**src/rtl/ppio_pkg.sv**
```systemverilog
package ppio_pkg;
  localparam int DW = 8;
  localparam int HW = DW / 2;
  localparam int IW = $clog2(DW);

  localparam logic [1:0] SEL_A   = 2'd0;
  localparam logic [1:0] SEL_B   = 2'd1;
  localparam logic [1:0] SEL_C   = 2'd2;
  localparam logic [1:0] SEL_CTL = 2'd3;

  // direction flags, 1 = input
  typedef struct packed {
    logic a_in;
    logic b_in;
    logic chi_in;
    logic clo_in;
  } dir_t;

  localparam dir_t DIR_RESET = '{a_in: 1'b1, b_in: 1'b1, chi_in: 1'b1, clo_in: 1'b1};

  function automatic dir_t dir_from_word(input logic [DW-1:0] w);
    dir_t d;
    d.a_in   = w[4];
    d.chi_in = w[3];
    d.b_in   = w[1];
    d.clo_in = w[0];
    return d;
  endfunction

  function automatic logic [DW-1:0] bit_update(input logic [DW-1:0] cur,
                                               input logic [DW-1:0] w);
    logic [DW-1:0] nxt;
    logic [IW-1:0] idx;
    nxt = cur;
    idx = w[IW:1];
    nxt[idx] = w[0];
    return nxt;
  endfunction

  function automatic logic [DW-1:0] pick(input logic is_in,
                                         input logic [DW-1:0] pins,
                                         input logic [DW-1:0] lat);
    return is_in ? pins : lat;
  endfunction
endpackage

```
**src/rtl/ppio_decode.sv**
```systemverilog
module ppio_decode
  import ppio_pkg::*;
(
  input  logic          cs_n,
  input  logic          rd_n,
  input  logic          wr_n,
  input  logic [1:0]    addr,
  input  logic [DW-1:0] din,
  output logic          wr_a,
  output logic          wr_b,
  output logic          wr_c,
  output logic          mode_wr,
  output logic          bsr_wr,
  output logic          rd_en
);
  logic wr_any;
  assign wr_any  = !cs_n && !wr_n;
  assign rd_en   = !cs_n && !rd_n;
  assign wr_a    = wr_any && (addr == SEL_A);
  assign wr_b    = wr_any && (addr == SEL_B);
  assign wr_c    = wr_any && (addr == SEL_C);
  assign mode_wr = wr_any && (addr == SEL_CTL) &&  din[DW-1];
  assign bsr_wr  = wr_any && (addr == SEL_CTL) && !din[DW-1];
endmodule

```
**src/rtl/ppio_latch.sv**
```systemverilog
module ppio_latch #(
  parameter int W = 8
) (
  input  logic         clk,
  input  logic         rst,
  input  logic         clr,
  input  logic         load,
  input  logic [W-1:0] d,
  output logic [W-1:0] q
);
  always_ff @(posedge clk) begin
    if (rst || clr) q <= '0;
    else if (load)  q <= d;
  end
endmodule

```
**src/rtl/ppio_cfg.sv**
```systemverilog
module ppio_cfg
  import ppio_pkg::*;
(
  input  logic          clk,
  input  logic          rst,
  input  logic          mode_wr,
  input  logic [DW-1:0] din,
  output dir_t          dir
);
  always_ff @(posedge clk) begin
    if (rst)          dir <= DIR_RESET;
    else if (mode_wr) dir <= dir_from_word(din);
  end
endmodule

```
**src/rtl/ppio_ctrl.sv**
```systemverilog
module ppio_ctrl
  import ppio_pkg::*;
(
  input  logic          clk,
  input  logic          rst,
  input  logic          cs_n,
  input  logic          rd_n,
  input  logic          wr_n,
  input  logic [1:0]    addr,
  input  logic [DW-1:0] dbus_i,
  output logic [DW-1:0] dbus_o,
  output logic          dbus_oe,
  input  logic [DW-1:0] pa_i,
  output logic [DW-1:0] pa_o,
  output logic [DW-1:0] pa_oe,
  input  logic [DW-1:0] pb_i,
  output logic [DW-1:0] pb_o,
  output logic [DW-1:0] pb_oe,
  input  logic [DW-1:0] pc_i,
  output logic [DW-1:0] pc_o,
  output logic [DW-1:0] pc_oe
);
  logic wr_a, wr_b, wr_c, mode_wr, bsr_wr, rd_en;
  dir_t dir;
  logic [DW-1:0] pc_next;
  logic [DW-1:0] pc_view;

  ppio_decode u_dec (
    .cs_n(cs_n), .rd_n(rd_n), .wr_n(wr_n), .addr(addr), .din(dbus_i),
    .wr_a(wr_a), .wr_b(wr_b), .wr_c(wr_c),
    .mode_wr(mode_wr), .bsr_wr(bsr_wr), .rd_en(rd_en)
  );

  ppio_cfg u_cfg (
    .clk(clk), .rst(rst), .mode_wr(mode_wr), .din(dbus_i), .dir(dir)
  );

  ppio_latch #(.W(DW)) u_la (
    .clk(clk), .rst(rst), .clr(mode_wr), .load(wr_a), .d(dbus_i), .q(pa_o)
  );
  ppio_latch #(.W(DW)) u_lb (
    .clk(clk), .rst(rst), .clr(mode_wr), .load(wr_b), .d(dbus_i), .q(pb_o)
  );

  assign pc_next = wr_c ? dbus_i : bit_update(pc_o, dbus_i);
  ppio_latch #(.W(DW)) u_lc (
    .clk(clk), .rst(rst), .clr(mode_wr), .load(wr_c || bsr_wr), .d(pc_next), .q(pc_o)
  );

  assign pa_oe = {DW{!dir.a_in}};
  assign pb_oe = {DW{!dir.b_in}};
  assign pc_oe = {{HW{!dir.chi_in}}, {HW{!dir.clo_in}}};

  assign pc_view = {pick(dir.chi_in, pc_i, pc_o) >> HW << HW}
                 | (pick(dir.clo_in, pc_i, pc_o) & {{HW{1'b0}}, {HW{1'b1}}});

  always_comb begin
    unique case (addr)
      SEL_A:   dbus_o = pick(dir.a_in, pa_i, pa_o);
      SEL_B:   dbus_o = pick(dir.b_in, pb_i, pb_o);
      SEL_C:   dbus_o = pc_view;
      default: dbus_o = '0;
    endcase
  end
  assign dbus_oe = rd_en;
endmodule

```
**config.mk**
```make
export PLATFORM = sky130hd
export DESIGN_NAME = ppio_ctrl
export DESIGN_NICKNAME = d
export VERILOG_FILES = /design/src/rtl/ppio_pkg.sv /design/src/rtl/ppio_decode.sv /design/src/rtl/ppio_latch.sv /design/src/rtl/ppio_cfg.sv /design/src/rtl/ppio_ctrl.sv
export SDC_FILE = /design/constraint.sdc
export NUM_CORES = 1
export LEC_CHECK = 0
export BUFFER_PORTS_ARGS = -buffer_cell sky130_fd_sc_hd__buf_4
export CAP_MARGIN = 10
export CELL_PAD_IN_SITES_DETAIL_PLACEMENT = 0
export CELL_PAD_IN_SITES_GLOBAL_PLACEMENT = 1
export CORE_UTILIZATION = 26
export CTS_CLUSTER_DIAMETER = 150
export CTS_CLUSTER_SIZE = 12
export DETAILED_ROUTE_END_ITERATION = 10
export PLACE_DENSITY = 0.67
export SYNTH_ARGS = -nofsm -noshare
export SYNTH_HDL_FRONTEND = slang
export SYNTH_HIERARCHICAL = 1
export SYNTH_SLANG_ARGS = --single-unit
export TNS_END_PERCENT = 10
```
**constraint.sdc**
```tcl
create_clock -name clk -period 1.8 [get_ports clk]
set_input_delay 0.18 -clock clk [delete_from_list [all_inputs] [get_ports clk]]
set_output_delay 0.18 -clock clk [all_outputs]
set_load 0.03 [all_outputs]
```
* Word level (Yosys, flattened, before mapping) *
Index checks and enable logic that the tools add are counted.

cells by class
  reductions and logical operators = 20
  eq/ne operators = 3
  multipliers = 0
  div/mod/pow operators = 0
  magnitude comparators = 2
  muxes and demuxes = 9
  bitwise gates (word level) = 1
  $add $sub $neg = 0
  shifts and indexed selects = 0

operators by type and width
  cell                count
  $mux 8              4
  $pmux 8 s3          1
  $logic_and 1x1->1   9
  $bwmux 8            1
  $logic_not 1->1     8
  $or 8x4->8          1
  $eq 2x2->1 const B  2
  $lt 3x4->1 const B  1
  $mux 4              1
  $demux 1 s3         1
  $ge 3x1->1 const B  1
  $eq 2x1->1 const B  1
  $logic_not 2->1     1
  $logic_or 1x1->1    2
  $mux 1              1

storage, ports and cells
  memories kept = 0
  flip-flop bits (word level) = 28
  word-level logic and storage cells = 42
  ROM bits = 0
  memory bits (writable) = 0
  bits in latches = 0

* Depth between registers and ports, before layout *
Gate-level depths: netlist of run 1.

  word-level depth = 6
  mapped depth = 7

* Cells and area by module *
Netlist of run 1, hierarchy kept.

by module, submodules not included
  module       sequential area each (sq um)  area an instance (sq um)  instances  cells each
  ppio_latch   160.2                         295.3                     3          27
  ppio_ctrl    0.0                           823.3                     1          112
  ppio_cfg     80.1                          140.1                     1          12
  ppio_decode  0.0                           50.0                      1          7

* Worst setup path after synthesis of run 1 *
Ideal clock, no wire load.

  kind = reg-to-output
  start = register, netlist name u_cfg/dir[2]
  end = output dbus_o[0]
  arrival time = 1.309 ns
  path slack = 0.311 ns
  stages on the path, launching flop included = 4
  cell sequence = dfxtp_1 buf_2 mux2i_1 o21ai_0

between the ends
  longest elaborated chain between the ends = 2

ends and longest elaborated chain
  item           line             source
  $mux 8         ppio_pkg.sv:43   return is_in ? pins : lat;
  $pmux 8 s3     ppio_ctrl.sv:58  unique case (addr)
  end, declared  ppio_ctrl.sv:11  output logic [DW-1:0] dbus_o,

No other way between the ends.

* Worst setup path after layout of run 1 *
  start = register, netlist name u_cfg/dir[3]
  end = output dbus_o[0]

between the ends
  longest elaborated chain between the ends = 2

ends and longest elaborated chain
  item        line
  $mux 8      ppio_pkg.sv:43
  $pmux 8 s3  ppio_ctrl.sv:58

No other way between the ends.

==> results of run 1 <==
-- final timing paths --
path                                    from      endpoint  depth (start not counted)
worst min-delay path                     rst  u_cfg/dir[0]                          2
worst max register to register     u_lc/q[7]     u_lc/q[7]                          4
worst max-delay path            u_cfg/dir[3]     dbus_o[0]                          4
worst min register to register     u_la/q[0]     u_la/q[0]                          2
-- cells by family (layout without fill, tap and decap cells) --
group	count (synthesis)	in the layout	share of synthesized area
compound gates	31	31	0.107
buf+inv	41	106	0.148
flops	28	28	0.295
mux	55	55	0.294
simple gates	57	57	0.155
-- cell usage after synthesis --
| cell | count | area, um^2 |
|---|---|---|
| nor3_1 | 1 | 5.00 |
| nor2b_1 | 4 | 25.0 |
| and4b_1 | 1 | 10.0 |
| and4_1 | 1 | 8.76 |
| nand2_1 | 1 | 3.75 |
| nand4b_1 | 1 | 8.76 |
| dfxtp_1 | 28 | 561 |
| a31oi_1 | 1 | 6.26 |
| buf_2 | 5 | 25.0 |
| nor4b_1 | 2 | 17.5 |
| nand3_2 | 1 | 10.0 |
| nand3b_1 | 2 | 15.0 |
| mux2_4 | 1 | 15.0 |
| a21oi_1 | 7 | 35.0 |
| or2_1 | 3 | 18.8 |
| nor2_1 | 33 | 124 |
| buf_6 | 4 | 45.0 |
| clkbuf_1 | 3 | 11.3 |
| o21ai_0 | 10 | 50.1 |
| buf_4 | 24 | 180 |
| nand2b_1 | 2 | 12.5 |
| nor3b_1 | 1 | 7.51 |
| o211ai_1 | 1 | 7.51 |
| or4b_1 | 1 | 10.0 |
| or2_2 | 2 | 12.5 |
| mux2i_1 | 51 | 510 |
| a211o_1 | 4 | 35.0 |
| inv_1 | 5 | 18.8 |
| mux2_2 | 3 | 33.8 |
| o22a_1 | 8 | 70.1 |
| nor4_1 | 1 | 6.26 |
-- flip-flops by register name (all words and copies together), names as in the netlist --
signal	flops
u_cfg/dir	4
u_la/q	8
u_lb/q	8
u_lc/q	8
-- worst max-delay path: cells and delay by family (launching register included) --
kind            cells  cell delay (ns)
flops               1             0.52
compound gates      2             0.25
mux                 1             0.22
buf+inv             1             0.19
-- layout make-up --
class / instances / area share
clock buffers: 3 / 0.0162
inverters: 5 / 0.00735
multi-input cells: 143 / 0.420
flip-flops and latches: 28 / 0.222
well taps: 96 / 0.0471
repair buffers: 98 / 0.288
-- layer usage --
layer	global-route usage	vias up	share of wire
met3	0.0332	2	0.072
met4	0.0179	0	0.0040
met2	0.237	66	0.46
met5	0	-	0
met1	0.201	773	0.47
li1	-	851	-
-- power groups by stage --
| stage | Clock, mW | Combinational (mW) | Sequential, mW |
|---|---|---|---|
| 2_1_floorplan | 0 | 0.220 | 0.670 |
| 3_3_place_gp | 0 | 0.379 | 0.660 |
| 3_5_place_dp | 0 | 0.381 | 0.661 |
| 4_1_cts | 0.358 | 0.382 | 0.647 |
| 5_1_grt | 0.387 | 0.406 | 0.649 |
| 6_report | 0.346 | 0.377 | 0.646 |
-- repair_timing --
item / 4_1_cts / 5_1_grt
gates cloned: 0 / 0
setup buffers: 0 / 0
setup endpoints to repair: 8 / 15
endpoints found under the hold margin: 0 / 0
gates resized for setup: 1 / 3
==> reports/metrics.cfg, run 1 <==
[run_status]
status=completed

[worst_setup_path]
regToRegSetupSlack_ns=0.65
cp_cell_sequence=mux2i_1 -> o22a_1 -> o21ai_0 -> buf_4
max_stage_delay_ns=0.52
cp_max_fo=10
path_class=flop to primary output
worst_ep_arrival_time_ns=1.44
cp_slowest_cell=dfxtp_2
timing.critical_path.to_type=primary output
crit_required_ns=1.62
cp-start-kind=flop

[worst_hold_path]
hold_class=primary input to flop

[clock_tree]
root_buffer=clkbuf_8
cts_tree=built
h-tree-depth=1
holdBufCountCts=0
clockBufferDepth=2
clk_pin_slew_worst_paths_ns=0.10
clock_latency_ns=0.27
cts_sinks=28
cts_made_buffers=3

[cells_and_area]
final_util=0.370
fillers=747
final_common_cell=buf_4
final_nets=318
stdcell_area_um2=2550
regArea_um2=566
multi_input_area_um2=1070
syn_to_final_growth_pct=34.4
final_cell_mix=98 x buf_4, 51 x mux2i_1, 33 x nor2_1, 24 x dfxtp_1, 10 x o21ai_0
num_antenna_cells=0
final_cells=373
drive_gt1_frac=0.412

[sta]
finalHoldViolCount=0
drv_slew=0
timing.fmax_ghz=0.617
fin_crit_ns=1.62
grt_setup_unrepaired=no
whs_ns=0.146
relSlewSlack=0.753
setup_ws_ns=0.179
finalSetupViolations=0
skew_ns=0
final.period_utilization=0.901
tightest_slew_ns=0.371
setup_tns_ns=0

[placement]
portBuffers=95
pre_cts_ws_ns=0.129
gp_congestion=0.732
dp.cells=370
dpl-instance-area_um2=2510
dp_hpwl_um=4240

[routing]
drc=0
routedWlPerCell_um=14.7
vias_per_cell=4.54
route.vias.total=1692
final_antenna_net_count=0
dr.pass1.iters=4
drtIter0Drc=72
finalWirelength_um=5480

[global_routing]
grt_antenna_before_repair=0
grt_pass1_vias=1583
track_usage=0.145
grt_pass1_wl_um=8360
grt.overflow.total=0
grt_max_degree=16

[floorplanning]
fp-row-count=30
die_area_um2=7650
ios=96
fp.dieH_um=87.5
initial_utilization=0.275
coreArea_um2=6910
die_w_um=87.5

[pwr]
power.internal_mw=0.951
combPwrFrac=0.275
vdd_ir_drop_max_mv=0.463
clkPwrFrac=0.253
netSwitchingFraction=0.305
report.power.total_mw=1.37
power_density_nw_per_um2=536
sequentialPowerShare=0.472
power_leakage_nw=1.29
power_switching_mw=0.418

[synthesis]
syn-num-nets=251
synth.distinct_cells=31
ys_ff_latch=28
synth.avg_cell_area_um2=8.96
yosysSeqAreaShare=0.295
yosysWarnings=6
synth_cells=212
syn_area_um2=1900

[run]
maxCapViolations=0

No activity file was read; power rests on OpenSTA's default activity.
==> inputs of run 2 (changes only) <==
--- a/config.mk
+++ b/config.mk
@@ -5,10 +5,12 @@
 export SDC_FILE = /design/constraint.sdc
 export NUM_CORES = 1
 export LEC_CHECK = 0
+export ABC_AREA = 0
 export BUFFER_PORTS_ARGS = -buffer_cell sky130_fd_sc_hd__buf_4
 export CAP_MARGIN = 10
 export CELL_PAD_IN_SITES_DETAIL_PLACEMENT = 0
 export CELL_PAD_IN_SITES_GLOBAL_PLACEMENT = 1
+export CORE_ASPECT_RATIO = 1.2
 export CORE_UTILIZATION = 26
 export CTS_CLUSTER_DIAMETER = 150
 export CTS_CLUSTER_SIZE = 12
==> run 2 against run 1 <==
Effect of this change:
- first-iteration DRC count down 8.3%
- die area about the same
- core utilization is 0.32 points lower
- fmax is 2.5% lower
- setup slack worse by 0.041 ns
- hold slack improved by 0.0047 ns
- register-to-register slack is essentially flat
- final cell count is 2.4% lower
- via count fell by 1.2%
- non-clock buffer count did not move
- final area is 0.44% lower
- sequential share of layout area is 0.098 points higher
- critical path type unchanged
- critical endpoint is now dbus_o[1]
- largest cell class unchanged
- highest routed layer unchanged
==> reports/metrics.cfg, run 2 (synthesis gave the netlist of run 1 again) <==
[placement]
dp_hpwl_um=4390  ; +3.5%
gp_congestion=0.776  ; +6.1%
portBuffers=95  ; unchanged

[clock_tree]
h-tree-depth=1  ; unchanged
root_buffer=clkbuf_8
cts_made_buffers=3  ; unchanged
clk_pin_slew_worst_paths_ns=0.09  ; about the same
cts_sinks=28  ; unchanged
clock_latency_ns=0.27  ; about the same
clockBufferDepth=2  ; unchanged
post_cts_buffers=0  ; unchanged
cts_tree=built

[sta]
relSlewSlack=0.742  ; -0.0100
setup_tns_ns=0  ; unchanged
fin_crit_ns=1.66  ; +0.0414 ns
grt_setup_unrepaired=no
finalHoldViolCount=0  ; unchanged
skew_ns=0  ; unchanged
finalSetupViolations=0  ; unchanged
timing.fmax_ghz=0.602  ; -2.5%
drv_slew=0  ; unchanged
tightest_slew_ns=0.386  ; +0.0151 ns
final.period_utilization=0.923  ; +0.0230

[cells_and_area]
syn_to_final_growth_pct=33.8
final_util=0.366  ; -0.00322
final_cell_mix=98 x buf_4, 51 x mux2i_1, 33 x nor2_1, 24 x dfxtp_1, 10 x o21ai_0
num_antenna_cells=0  ; unchanged
final_common_cell=buf_4
fillers=750  ; +0.40%
reg_top3=u_la/q x8, u_lb/q x8, u_lc/q x8
drive_gt1_frac=0.412  ; unchanged
final_nets=318  ; unchanged

[global_routing]
grt_pass1_wl_um=8490  ; +1.5%
grt.overflow.total=0  ; unchanged
grt_max_degree=16  ; unchanged
track_usage=0.148  ; +0.00236
grt_pass1_vias=1590  ; +0.44%
grt_antenna_before_repair=0  ; unchanged

[worst_setup_path]
crit_required_ns=1.62  ; about the same
cp_max_fo=6  ; -4
max_stage_delay_ns=0.43  ; -0.09 ns
reg2reg_from=u_lc/q[7]
cp_cell_sequence=mux2i_1 -> o22a_1 -> o21ai_0 -> buf_4
cp_slowest_cell=dfxtp_2
path_class=flop to primary output
cp-start-kind=flop
cp-startpoint=u_cfg/dir[0]
worst_ep_arrival_time_ns=1.48  ; +0.04 ns
critPathTopFamily=flip-flops
critPathBufInv=1  ; unchanged
timing.critical_path.to_type=primary output

[routing]
vias_per_cell=4.59  ; +1.3%
dr.pass1.iters=4  ; unchanged
finalWirelength_um=5490  ; +0.31%
drtIter0Drc=66  ; -8.3%
final_antenna_net_count=0  ; unchanged
drc=0  ; unchanged
route.vias.total=1672  ; -1.2%
routedWlPerCell_um=15.1  ; +2.8%

[worst_hold_path]
hold_class=primary input to flop
min-delay-start=dbus_i[4]

[run]
maxCapViolations=0  ; unchanged

[floorplanning]
fp.dieH_um=95.6  ; +9.3%
ios=96  ; unchanged
fp-row-count=33  ; +10%
initial_utilization=0.274  ; -0.00119
coreArea_um2=6940  ; +0.43%
die_area_um2=7650  ; about the same
die_w_um=80.0  ; -8.5%

[run_status]
status=completed

[pwr]
vdd_ir_drop_max_mv=0.318  ; -31%
power_density_nw_per_um2=539  ; +0.41%
power_leakage_nw=1.29  ; unchanged

[run 2: cell counts in the layout (fill, tap and decap cells not counted)]
No cell type changed its count.
[run 2: routing by layer]
layer,global-route usage,wire [um]
met5,0,0
met3,0.0249,272
met2,0.266,2820
met4,0.0313,44
met1,0.184,2360
[run 2: timing repair]
action | CTS | global route
hold buffers | 0 | 0
endpoints found under the setup margin | 4 | 5
pin swaps | 0 | 0
gates resized for setup | 1 | 3
[run 2: final cells by class]
cell class	count	area [um^2]	area share
clock buffer	3	41.3	0.0162
tap	87	109	0.0428
timing repair buffer	98	736	0.290
sequential	28	566	0.223
inverter	5	18.8	0.00739
multi-input combinational	143	1070	0.421
[run 2: stage by stage]
stage,total power [mW],area [um^2],setup slack (ns),hold WS [ns],cells
global placement,1.04,2490,0.120,0.431,361
detailed placement,1.04,2490,0.151,0.434,361
floorplan,0.890,1900,0.311,0.279,212
finish,1.37,2540,0.138,0.151,364
global route,1.45,2540,0.0439,0.145,364
CTS,1.39,2540,0.0422,0.146,364
[run 2: power breakdown]
group          switching (mW)  internal, mW  leakage (nW)  total, mW
Clock                   0.195         0.151        0.0216      0.345
Sequential             0.0151         0.631         0.225      0.646
Combinational           0.207         0.170          1.04      0.377
Total                   0.417         0.951          1.29       1.37
[run 2: path summary, 6_finish.rpt]
check                 end  cells past startpoint  slack [ns]
max             dbus_o[1]                      4        0.14
min          u_cfg/dir[3]                      2        0.15
max reg2reg     u_lc/q[7]                      4        0.64
min reg2reg     u_lb/q[7]                      2        0.53
==> inputs of run 3 (changes only) <==
--- a/config.mk
+++ b/config.mk
@@ -18,6 +18,5 @@
 export PLACE_DENSITY = 0.67
 export SYNTH_ARGS = -nofsm -noshare
 export SYNTH_HDL_FRONTEND = slang
-export SYNTH_HIERARCHICAL = 1
 export SYNTH_SLANG_ARGS = --single-unit
 export TNS_END_PERCENT = 10
==> run 3 against run 2 <==
Effect of this change:
- sequential cell count stayed put
- final cell count is 2.2% higher
- critical path depth is 1 higher
- global-route usage is 0.75 points higher
- total power is 4.2% higher
- combinational power is 15% higher
- non-clock buffer count is 5 higher
- sequential share of layout area is 0.90 points lower
- setup slack worse by 0.058 ns
- area after synthesis is 2.4% higher
- largest cell class unchanged
==> reports/metrics.cfg, run 3 <==
[run_status]
status=completed

[worst_setup_path]
worst_ep_arrival_time_ns=1.54  ; +0.06 ns
crit_top_cell=buf_4
cp_max_fo=9  ; +3
timing.critical_path.to_type=primary output
cp-start-kind=flop
critPathTopFamily=multiplexers
crit_required_ns=1.62  ; about the same
critPathBufInv=2  ; +1
max_stage_delay_ns=0.31  ; -0.12 ns
path_class=flop to primary output
cp_cell_sequence=buf_4 -> mux2i_1 -> mux2_2 -> o22ai_1 -> buf_4
reg2reg_from=u_cfg.dir[2]
cp-startpoint=u_cfg.dir[2]
cp_slowest_cell=dfxtp_1

[global_routing]
use_met3=0.0170  ; -0.00790
grt_pass1_wl_um=9490  ; +12%
met1_usage=0.211  ; +0.0270
use_met2=0.253  ; -0.0123
track_usage=0.155  ; +0.00754
grt_pass1_vias=1768  ; +11%
top_usage_layer=met2
grt_max_degree=22  ; +6
grt_antenna_before_repair=0  ; unchanged
grt.overflow.total=0  ; unchanged

[sta]
grt_setup_unrepaired=no
tightest_slew_ns=0.459  ; +0.0725 ns
setup_ws_ns=0.0799  ; -0.0578 ns
finalSetupViolations=0  ; unchanged
skew_ns=0  ; unchanged
drv_slew=0  ; unchanged
finalHoldViolCount=0  ; unchanged
relSlewSlack=0.690  ; -0.0524
timing.fmax_ghz=0.581  ; -3.4%
fin_crit_ns=1.72  ; +0.0578 ns
final.period_utilization=0.956  ; +0.0321
setup_tns_ns=0  ; unchanged

[floorplanning]
fp.dieH_um=96.8  ; +1.2%
ios=96  ; unchanged
initial_utilization=0.269  ; -0.00478
coreArea_um2=7230  ; +4.3%
die_area_um2=7830  ; +2.4%
fp-row-count=34  ; +3.0%
die_w_um=81.0  ; +1.2%

[cells_and_area]
final_cell_mix=101 x buf_4, 32 x mux2i_1, 28 x dfxtp_1, 17 x nand2_1, 14 x a21oi_1
syn_to_final_growth_pct=34.9
regArea_um2=561  ; -0.88%
final_common_cell=buf_4
num_antenna_cells=0  ; unchanged
reg_top3=u_la.q x8, u_lb.q x8, u_lc.q x8
fillers=795  ; +6.0%
final_util=0.363  ; -0.00337
drive_gt1_frac=0.461  ; +0.0494
final_nets=323  ; +1.6%
multi_input_area_um2=1090  ; +1.5%

[synthesis]
synth_cells=220  ; +3.8%
syn-num-nets=259  ; +3.2%
synth.avg_cell_area_um2=8.84  ; -1.3%
ys_ff_latch=28  ; unchanged
synth_flop_cell=dfxtp_1
ys_top_cells_by_count=32 x mux2i_1, 28 x dfxtp_1, 23 x buf_4
synth.distinct_cells=38  ; +23%
synth_edf_count=0  ; unchanged
yosysMostFrequentCell=mux2i_1
yosysSeqAreaShare=0.288  ; -0.00702
yosys.area.top_type=dfxtp_1
syn_area_um2=1950  ; +2.4%
yosysTopAreaCellShare=0.288  ; -0.00702
yosysWarnings=0  ; -6
synth.area.top_cells=dfxtp_1 29%, mux2i_1 16%, buf_4 8.9%
ys_async_sr_fraction=0  ; unchanged

[routing]
route.vias.total=1828  ; +9.3%
vias_per_cell=4.91  ; +7.0%
dr.pass1.iters=4  ; unchanged
drc=0  ; unchanged
drtIter0Drc=82  ; +24%
routedWlPerCell_um=16.3  ; +8.0%
finalWirelength_um=6060  ; +10%
final_antenna_net_count=0  ; unchanged

[pwr]
power_switching_mw=0.452  ; +8.5%
vdd_ir_drop_max_mv=0.275  ; -13%
sequentialPowerShare=0.455  ; -0.017
power_density_nw_per_um2=543  ; +0.85%
netSwitchingFraction=0.317  ; +0.0125
clkPwrFrac=0.241  ; -0.011
power.internal_mw=0.973  ; +2.3%
report.power.total_mw=1.43  ; +4.2%
combPwrFrac=0.304  ; +0.028
power_leakage_nw=1.29  ; about the same

[worst_hold_path]
hold_class=primary input to flop
min-delay-start=rst

[clock_tree]
clock_latency_ns=0.27  ; about the same
clk_pin_slew_worst_paths_ns=0.10  ; about the same
root_buffer=clkbuf_8
cts_made_buffers=3  ; unchanged
cts_tree=built
cts_sinks=28  ; unchanged
clockBufferDepth=2  ; unchanged
h-tree-depth=1  ; unchanged

[placement]
portBuffers=95  ; unchanged
dp_hpwl_um=4600  ; +4.9%
gp_congestion=0.769  ; -0.98%
pre_cts_ws_ns=0.248  ; +0.0968 ns

[run]
maxCapViolations=0  ; unchanged

## run 3: cell types whose count changed after synthesis, moves of 8 or more
cell,previous run,this run
nor2_1,33,5
mux2i_1,51,32
nand2_1,1,17
o21ai_0,10,0
nor2_2,0,8
o22a_1,8,0
o22ai_1,0,8
## run 3: through the flow
stage	std cells	cell area [um^2]	hold WS, ns
global placement	369	2570	0.444
detailed placement	369	2570	0.446
floorplan	220	1950	0.316
CTS	372	2620	0.144
finish	372	2630	0.161
global route	372	2630	0.147
## run 3: power groups by stage
stage          clock [mW]  sequential (mW)  combinational, mW
2_1_floorplan           0            0.684              0.246
4_1_cts             0.358            0.649              0.434
5_1_grt             0.385            0.651              0.464
3_3_place_gp            0            0.664              0.431
6_report            0.343            0.649              0.434
3_5_place_dp            0            0.663              0.433
## run 3: final timing paths
| kind | end | slack (ns) | cells past startpoint |
|---|---|---|---|
| hold / removal | u_lc.q[7] | 0.16 | 2 |
| setup reg to reg | u_cfg.dir[2] | 0.61 | 4 |
| hold reg to reg | u_lb.q[4] | 0.48 | 2 |
| setup / recovery | dbus_o[5] | 0.08 | 5 |
## run 3: cell type report
| class | count | share of cell area |
|---|---|---|
| well taps | 90 | 0.0429 |
| repair buffers | 103 | 0.301 |
| flip-flops and latches | 28 | 0.214 |
| multi-input cells | 139 | 0.414 |
| inverters | 9 | 0.0129 |
| clock buffers | 3 | 0.0157 |
## run 3: repair_timing
item,4_1_cts,5_1_grt
gates resized for setup,0,2
setup buffers,0,0
hold buffers,0,0
setup endpoints to repair,0,3
## run 3: kinds of logic after synthesis
family / after synthesis / synth area share
simple gates: 57 / 0.192
compound gates: 41 / 0.149
flops: 28 / 0.288
xor+xnor: 1 / 0.00450
mux: 40 / 0.211
buf+inv: 53 / 0.156
## run 3: per-layer routing
| metal | part of all wire | vias up |
|---|---|---|
| li1 | - | 899 |
| met1 | 0.44 | 863 |
| met2 | 0.50 | 60 |
| met3 | 0.052 | 6 |
| met4 | 0.011 | 0 |
| met5 | 0 | - |
